--- src/rtl/mem_mux_pkg.sv ---
package mem_mux_pkg;

    // Ownership controller state
    typedef struct packed {
        logic owner;   // client currently holding the memory
        logic pend;    // a switch has been requested and not yet done
        logic target;  // client that will own the memory after the switch
    } own_state_t;

    localparam own_state_t OWN_RESET = '{owner: 1'b0, pend: 1'b0, target: 1'b0};

endpackage

--- src/rtl/mem_txn_counter.sv ---
module mem_txn_counter #(
    parameter int MAX_OUT = 4,
    localparam int CW = $clog2(MAX_OUT + 1)
) (
    input  logic          clk,
    input  logic          rst_n,
    input  logic          inc,
    input  logic          dec,
    output logic [CW-1:0] cnt,
    output logic          full,
    output logic          idle
);
    localparam logic [CW-1:0] CNT_MAX = CW'(MAX_OUT);

    logic [CW-1:0] cnt_d, cnt_q;

    always_comb begin
        cnt_d = cnt_q;
        unique case ({inc, dec})
            2'b10:   cnt_d = cnt_q + 1'b1;
            2'b01:   cnt_d = cnt_q - 1'b1;
            default: cnt_d = cnt_q;
        endcase
    end

    always_ff @(posedge clk) begin
        if (!rst_n) cnt_q <= '0;
        else        cnt_q <= cnt_d;
    end

    assign cnt  = cnt_q;
    assign full = (cnt_q == CNT_MAX);
    assign idle = (cnt_q == '0);


    cnt_bound_chk: assert property (@(posedge clk) disable iff (!rst_n)
        cnt_q <= CNT_MAX);

endmodule

--- src/rtl/mem_port_route.sv ---
module mem_port_route #(
    parameter int MAX_OUT = 4,
    localparam int CW = $clog2(MAX_OUT + 1)
) (
    input  logic          clk,
    input  logic          rst_n,
    input  logic          owner,
    input  logic          grant,
    input  logic [1:0]    c_req_valid,
    output logic [1:0]    c_req_ready,
    output logic [1:0]    c_rsp_valid,
    input  logic [1:0]    c_rsp_ready,
    output logic          m_req_valid,
    input  logic          m_req_ready,
    input  logic          m_rsp_valid,
    output logic          m_rsp_ready,
    output logic [CW-1:0] cnt,
    output logic          idle
);
    logic full;
    logic open_q;
    logic req_fire, rsp_fire;

    // Requests pass only for the owner, when no switch pends and room is left
    assign open_q      = grant && !full;
    assign m_req_valid = c_req_valid[owner] && open_q;
    assign m_rsp_ready = c_rsp_ready[owner];

    for (genvar i = 0; i < 2; i++) begin : g_client
        assign c_req_ready[i] = (owner == 1'(i)) && open_q && m_req_ready;
        assign c_rsp_valid[i] = (owner == 1'(i)) && m_rsp_valid;
    end

    assign req_fire = m_req_valid && m_req_ready;
    assign rsp_fire = m_rsp_valid && m_rsp_ready;

    mem_txn_counter #(.MAX_OUT(MAX_OUT)) i_cnt (
        .clk  (clk),
        .rst_n(rst_n),
        .inc  (req_fire),
        .dec  (rsp_fire),
        .cnt  (cnt),
        .full (full),
        .idle (idle)
    );

endmodule

--- src/rtl/mem_owner_ctrl.sv ---
module mem_owner_ctrl
    import mem_mux_pkg::*;
(
    input  logic clk,
    input  logic rst_n,
    input  logic sel_valid,
    output logic sel_ready,
    input  logic sel_client,
    input  logic rd_idle,
    input  logic wr_idle,
    output logic owner,
    output logic grant,
    output logic pend
);
    own_state_t st_d, st_q;

    always_comb begin
        st_d = st_q;
        if (st_q.pend) begin
            // Drained: hand over in this cycle
            if (rd_idle && wr_idle) begin
                st_d.owner = st_q.target;
                st_d.pend  = 1'b0;
            end
        end else if (sel_valid && sel_client != st_q.owner) begin
            st_d.pend   = 1'b1;
            st_d.target = sel_client;
        end
    end

    always_ff @(posedge clk) begin
        if (!rst_n) st_q <= OWN_RESET;
        else        st_q <= st_d;
    end

    assign sel_ready = !st_q.pend;
    assign grant     = !st_q.pend;
    assign owner     = st_q.owner;
    assign pend      = st_q.pend;


    switch_when_drained_chk: assert property (@(posedge clk) disable iff (!rst_n)
        (st_q.owner != $past(st_q.owner)) |-> $past(rd_idle && wr_idle && st_q.pend));

endmodule

--- src/rtl/mem_port_mux.sv ---
module mem_port_mux #(
    parameter int AW      = 8,
    parameter int DW      = 8,
    parameter int MAX_OUT = 4
) (
    input  logic               clk,
    input  logic               rst_n,
    input  logic               sel_valid,
    output logic               sel_ready,
    input  logic               sel_client,
    input  logic [1:0]         c_rd_req_valid,
    output logic [1:0]         c_rd_req_ready,
    input  logic [1:0][AW-1:0] c_rd_req_addr,
    output logic [1:0]         c_rd_rsp_valid,
    input  logic [1:0]         c_rd_rsp_ready,
    output logic [DW-1:0]      c_rd_rsp_data,
    input  logic [1:0]         c_wr_req_valid,
    output logic [1:0]         c_wr_req_ready,
    input  logic [1:0][AW-1:0] c_wr_req_addr,
    input  logic [1:0][DW-1:0] c_wr_req_data,
    output logic [1:0]         c_wr_rsp_valid,
    input  logic [1:0]         c_wr_rsp_ready,
    output logic               m_rd_req_valid,
    input  logic               m_rd_req_ready,
    output logic [AW-1:0]      m_rd_req_addr,
    input  logic               m_rd_rsp_valid,
    output logic               m_rd_rsp_ready,
    input  logic [DW-1:0]      m_rd_rsp_data,
    output logic               m_wr_req_valid,
    input  logic               m_wr_req_ready,
    output logic [AW-1:0]      m_wr_req_addr,
    output logic [DW-1:0]      m_wr_req_data,
    input  logic               m_wr_rsp_valid,
    output logic               m_wr_rsp_ready
);
    localparam int CW = $clog2(MAX_OUT + 1);

    logic          owner, grant, pend;
    logic          rd_idle, wr_idle;
    logic [CW-1:0] rd_cnt, wr_cnt;

    mem_owner_ctrl i_ctrl (
        .clk       (clk),
        .rst_n     (rst_n),
        .sel_valid (sel_valid),
        .sel_ready (sel_ready),
        .sel_client(sel_client),
        .rd_idle   (rd_idle),
        .wr_idle   (wr_idle),
        .owner     (owner),
        .grant     (grant),
        .pend      (pend)
    );

    mem_port_route #(.MAX_OUT(MAX_OUT)) i_rd (
        .clk        (clk),
        .rst_n      (rst_n),
        .owner      (owner),
        .grant      (grant),
        .c_req_valid(c_rd_req_valid),
        .c_req_ready(c_rd_req_ready),
        .c_rsp_valid(c_rd_rsp_valid),
        .c_rsp_ready(c_rd_rsp_ready),
        .m_req_valid(m_rd_req_valid),
        .m_req_ready(m_rd_req_ready),
        .m_rsp_valid(m_rd_rsp_valid),
        .m_rsp_ready(m_rd_rsp_ready),
        .cnt        (rd_cnt),
        .idle       (rd_idle)
    );

    mem_port_route #(.MAX_OUT(MAX_OUT)) i_wr (
        .clk        (clk),
        .rst_n      (rst_n),
        .owner      (owner),
        .grant      (grant),
        .c_req_valid(c_wr_req_valid),
        .c_req_ready(c_wr_req_ready),
        .c_rsp_valid(c_wr_rsp_valid),
        .c_rsp_ready(c_wr_rsp_ready),
        .m_req_valid(m_wr_req_valid),
        .m_req_ready(m_wr_req_ready),
        .m_rsp_valid(m_wr_rsp_valid),
        .m_rsp_ready(m_wr_rsp_ready),
        .cnt        (wr_cnt),
        .idle       (wr_idle)
    );

    // Payload steering by owner; response data is shared, qualified by valid
    assign m_rd_req_addr = c_rd_req_addr[owner];
    assign m_wr_req_addr = c_wr_req_addr[owner];
    assign m_wr_req_data = c_wr_req_data[owner];
    assign c_rd_rsp_data = m_rd_rsp_data;


    no_req_while_pending_chk: assert property (@(posedge clk) disable iff (!rst_n)
        pend |-> !((m_rd_req_valid && m_rd_req_ready) || (m_wr_req_valid && m_wr_req_ready)));


    owner_held_busy_chk: assert property (@(posedge clk) disable iff (!rst_n)
        (rd_cnt != '0 || wr_cnt != '0) |=> $stable(owner));


    idle_client_quiet_chk: assert property (@(posedge clk) disable iff (!rst_n)
        $changed(owner) |-> ((c_rd_rsp_valid | c_wr_rsp_valid) & ~(2'b01 << owner)) == 2'b00);

endmodule

--- config.mk ---
export PLATFORM = sky130hd
export DESIGN_NAME = mem_port_mux
export DESIGN_NICKNAME = d
export VERILOG_FILES = /design/src/rtl/mem_mux_pkg.sv /design/src/rtl/mem_txn_counter.sv /design/src/rtl/mem_port_route.sv /design/src/rtl/mem_owner_ctrl.sv /design/src/rtl/mem_port_mux.sv
export SDC_FILE = /design/constraint.sdc
export NUM_CORES = 1
export LEC_CHECK = 0
export ABC_AREA = 1
export CORE_ASPECT_RATIO = 0.9
export CORE_MARGIN = 2
export CORE_UTILIZATION = 31
export DETAILED_ROUTE_END_ITERATION = 8
export MAX_ROUTING_LAYER = met4
export PLACE_DENSITY = 0.91
export SLEW_MARGIN = 20
export SYNTH_ARGS = -nofsm -noshare
export SYNTH_HDL_FRONTEND = slang
export SYNTH_HIERARCHICAL = 1
export SYNTH_SLANG_ARGS = --single-unit
--- constraint.sdc ---
create_clock -name clk -period 3.8 [get_ports clk]
set_clock_uncertainty 0.2 [all_clocks]
set_input_delay 0.76 -clock clk [delete_from_list [all_inputs] [get_ports clk]]
set_output_delay 0.76 -clock clk [all_outputs]
set_load 0.1 [all_outputs]
Word-level counts from Yosys, hierarchy flattened
Cells that the tools add are included.
{"block": "op_classes", "bitwise": 2, "n_addsub": 4, "reduce_logical": 31, "muxes": 19, "n_eq_ne": 7, "n_lt_le_gt_ge": 1}
{"op": "$mux W8", "n": 6}
{"op": "$logic_and A1 B1 Y1", "n": 22}
{"op": "$pmux W3 S2", "n": 2}
{"op": "$mux W1", "n": 10}
{"op": "$add A3 B1 Y3 const B", "n": 2}
{"op": "$eq A3 B3 Y1 const B", "n": 2}
{"op": "$logic_not A3 Y1", "n": 2}
{"op": "$sub A3 B1 Y3 const B", "n": 2}
{"op": "$eq A2 B1 Y1 const B", "n": 2}
{"op": "$eq A2 B2 Y1 const B", "n": 2}
{"op": "$reduce_and A2 Y1", "n": 2}
{"op": "$reduce_bool A2 Y1", "n": 2}
{"op": "$logic_not A1 Y1", "n": 3}
{"op": "$lt A1 B2 Y1 const B", "n": 1}
{"op": "$mux W2", "n": 1}
{"op": "$not A1 Y1", "n": 2}
{"op": "$ne A1 B1 Y1", "n": 1}
{"block": "totals", "in_bits": 72, "register_bits": 9}

Logic depth before layout (Yosys ltp)
{"block": "depth", "depth_word": 7, "depth_mapped": 17}

Modules after synthesis
The synthesis kept the hierarchy.
{"module": "mem_port_mux", "seq_area_each_um2": 0.0, "instances": 1, "cells_each": 86, "area_per_inst_um2": 434.2}
{"module": "mem_txn_counter", "seq_area_each_um2": 60.1, "instances": 2, "cells_each": 26, "area_per_inst_um2": 185.2}
{"module": "mem_port_route", "seq_area_each_um2": 0.0, "instances": 2, "cells_each": 21, "area_per_inst_um2": 82.6}
{"module": "mem_owner_ctrl", "seq_area_each_um2": 60.1, "instances": 1, "cells_each": 24, "area_per_inst_um2": 157.7}

Least setup slack after synthesis
Ideal clock, no wire load.
{"block": "synth_path", "kind": "input to output", "start": "in m_rd_req_ready", "end": "out c_rd_req_ready[0]", "required_ns": 2.840, "path_slack_ns": -0.032, "path_buffers": 0, "t_arrival_ns": 2.872, "cell_stages": 2, "cell_sequence": "inv_1 nor3_1"}
{"block": "synth_between", "elab_chain_cells": 1}
{"element": "start, declared", "line_no": "mem_port_mux.sv:24", "text": "input logic m_rd_req_ready,"}
{"element": "$logic_and A1 B1 Y1", "line_no": "mem_port_route.sv:30", "text": "assign c_req_ready[i] = (owner == 1'(i)) && open_q && m_req_ready;"}
{"element": "end, declared", "line_no": "mem_port_mux.sv:12", "text": "output logic [1:0] c_rd_req_ready,"}
No other way between the ends.

Worst setup path in the final report
{"block": "layout_path", "start": "in m_rd_req_ready", "end": "out c_rd_req_ready[1]"}
Same word-level chain as after synthesis.

==> flow_summary.yaml <==
cts:
  cts_hold_buffers: 0
  clock_insertion_delay_worst_skew_ns: 0.23
  tritoncts_num_sinks: 9
  postCtsSetupBuffers: 0
  htree_num_levels: 1
  cts_tree: "done"
  clock_path_buffers: 2
  tritoncts.num_buffers: 3
  number_of_gates_resized_after_cts: 0
  cts_root_buf: "sky130_fd_sc_hd__clkbuf_8"
  clock_edge_transition_at_the_registers_on_the_reported_setup_and_hold_paths_ns: 0.05
pwr:
  power_leakage_nw: 1.054
  fin_total_pwr_uw: 864.7
  p_per_area_nw_per_um2: 424.7
  max-vdd-ir-drop_mv: 0.2714
synth:
  avgSynthCellArea_sq_um: 5.526
  synth_async_sr_flop_share_pct: 0
  yosys_register_bits: 9
  syn_nets: 280
  syn-instance-count: 204
  synth.cell_area_sq_um: 1127
  ys_seq_area_share_pct: 15.98
  synth_enable_flop_cells: 0
  synth-warning-count: 6
  synth_cell_types: 20
  ys.flop_type: "sky130_fd_sc_hd__dfxtp_1"
placement:
  globalplace.congestion: 0.7974
  postPlaceCellArea_sq_um: 1991
  io_buffers: 100
  post-place-cells: 335
  detailedPlacementHpwl_microns: 2689
setup_path:
  worst-endpoint-required_ns: 2.84
  reg2reg_depth: 16
  setup.reg_to_reg.worst_slack_ns: 1.41
  critical_path.reg2reg.endpoint: "i_wr/i_cnt/cnt[2]"
  crit_path_start: "m_rd_req_ready"
  start_kind: "primary input"
  r2r_start: "i_ctrl/owner"
  crit_end: "c_rd_req_ready[1]"
  path_class: "primary input to output pin"
  worst-endpoint-arrival_ns: 1.83
  critPathCaptureType: "output pin"
  worst-path-max-fanout: 3
routing:
  drt_pre_antenna_iters: 4
  wire_per_inst_microns: 9.823
  routed_via_density: 4.313
  route.detailed.drc: 0
  initialDrtViolationCount: 35
  postRouteWirelength_microns: 3330
  vias: 1462
  ant_nets: 0
sta:
  max_freq_mhz: 358.3
  period_utilisation_layout_pct: 73.45
  final_max_slew_viol_count: 0
  fin_crit_ns: 2.791
  maxSlewHeadroom_pct: 34.52
  worst_slew_pin_slew_ns: 0.9791
  finalHoldViolations: 0
  finalSetupTns_ns: 0
  setup_viol: 0
  setup_repair_after_global_routing_missed_its_margin: "no"
grt:
  grt_antenna_before_repair: 0
  grt_remaining_overflow: 0
  grt_pass1_wl_microns: 4995
  aggregate_global_route_resource_usage_pct: 15.69
  pin_count_of_the_biggest_net_entering_global_routing: 41
  grt_pass1_vias: 1254
die:
  dieWidth_microns: 67.57
  core_region_sq_um: 3428
  placementRows: 20
  fp.dieArea_sq_um: 4136
  floorplan.die.height_microns: 61.21
  ioPinCount: 117
  initial_utilization_pct: 32.88
cells_and_area:
  n_antenna_cell: 0
  mostFrequentLayoutCell: "sky130_fd_sc_hd__nand2_1"
  nets: 372
  multi_input_comb_area_sq_um: 665.6
  drive_above_1_share_pct: 20.00
  layout_cells_excl_fill: 339
  final_area_sq_um: 2036
  growth_of_design_area_from_synthesis_to_finish_pct: 80.58
  fill_cells: 319
  most-common-layout-cells: "sky130_fd_sc_hd__nand2_1 (92), sky130_fd_sc_hd__clkdlybuf4s50_1 (64), sky130_fd_sc_hd__buf_4 (35)"
  fin_util_pct: 59.38
  seq_area_sq_um: 180.2
job:
  max_cap_violations: 0
min_path:
  hp-start: "i_wr/i_cnt/cnt[0]"
  hold_class: "flip-flop to flip-flop"
run_status:
  status: "finished, final reports clean"
cell usage after synthesis (2+ instances only):
cell,count,area share [%]
sky130_fd_sc_hd__buf_4,9,6.0
sky130_fd_sc_hd__buf_6,3,3.0
sky130_fd_sc_hd__nand2_1,92,31
sky130_fd_sc_hd__ha_1,2,2.2
sky130_fd_sc_hd__dfxtp_1,9,16
sky130_fd_sc_hd__nor2_2,2,1.1
sky130_fd_sc_hd__nor3_1,8,3.6
sky130_fd_sc_hd__nand3_1,5,2.2
sky130_fd_sc_hd__a21oi_1,7,3.1
sky130_fd_sc_hd__nand2_2,12,6.7
sky130_fd_sc_hd__inv_2,4,1.3
sky130_fd_sc_hd__nand4_1,2,1.1
sky130_fd_sc_hd__o21ai_0,5,2.2
sky130_fd_sc_hd__inv_1,32,11
sky130_fd_sc_hd__fa_1,2,3.6
sky130_fd_sc_hd__nor2_1,6,2.0
logic make-up after synthesis:
family,Yosys count,synth area share [%]
simple gates,127,47.28
flops,9,15.98
buf+inv,51,24.97
compound gates,13,5.993
fa+ha+maj,4,5.771
critical path: stages:
cell                              delay, ns
sky130_fd_sc_hd__clkdlybuf4s50_1       0.46
sky130_fd_sc_hd__inv_1                 0.06
sky130_fd_sc_hd__nor3_1                0.33
sky130_fd_sc_hd__buf_12                0.22
sequential cells by signal, summed over array words and instances, names as in the netlist:
name / count
i_rd/i_cnt/cnt: 3
i_ctrl/st_q: 1
i_wr/i_cnt/cnt: 3
i_ctrl/owner: 1
i_ctrl/pend: 1
stage by stage:
step	hold slack, ns	setup slack [ns]
floorplan	0.2562	-0.03224
global placement	0.2724	1.031
detailed placement	0.2806	1.010
CTS	0.2945	1.003
global route	0.3124	0.9347
finish	0.2986	1.009
worst min-delay path by stage:
stage                                    to  slack [ns]  depth (start not counted)
after global routing      i_rd/i_cnt/cnt[0]        0.31                          1
final                     i_wr/i_cnt/cnt[0]        0.30                          1
after detailed placement  i_rd/i_cnt/cnt[0]        0.28                          1
after CTS                 i_wr/i_cnt/cnt[0]        0.29                          1
after global placement    i_wr/i_cnt/cnt[0]        0.27                          1
after floorplan           i_rd/i_cnt/cnt[0]        0.26                          1
per-layer routing:
metal | track usage [%] | routed length, microns | part of all wire (%)
met3 | 5.484 | 497 | 15
met4 | 4.665 | 5 | 0.15
met2 | 29.55 | 1574 | 47
met5 | - | 0 | 0
met1 | 15.09 | 1253 | 38
area by class of cell:
class | instances | share of cell area [%]
repair buffers | 101 | 46.34
multi-input cells | 144 | 32.70
flip-flops and latches | 9 | 8.851
inverters | 37 | 7.191
well taps | 44 | 2.704
clock buffers | 4 | 2.213
report_power, final:
part	switching [mW]	internal, mW	total [mW]
registers	0.0128	0.109	0.122
clock network	0.0355	0.0729	0.108
logic	0.466	0.168	0.634
Power figures use the tool's default switching activity.
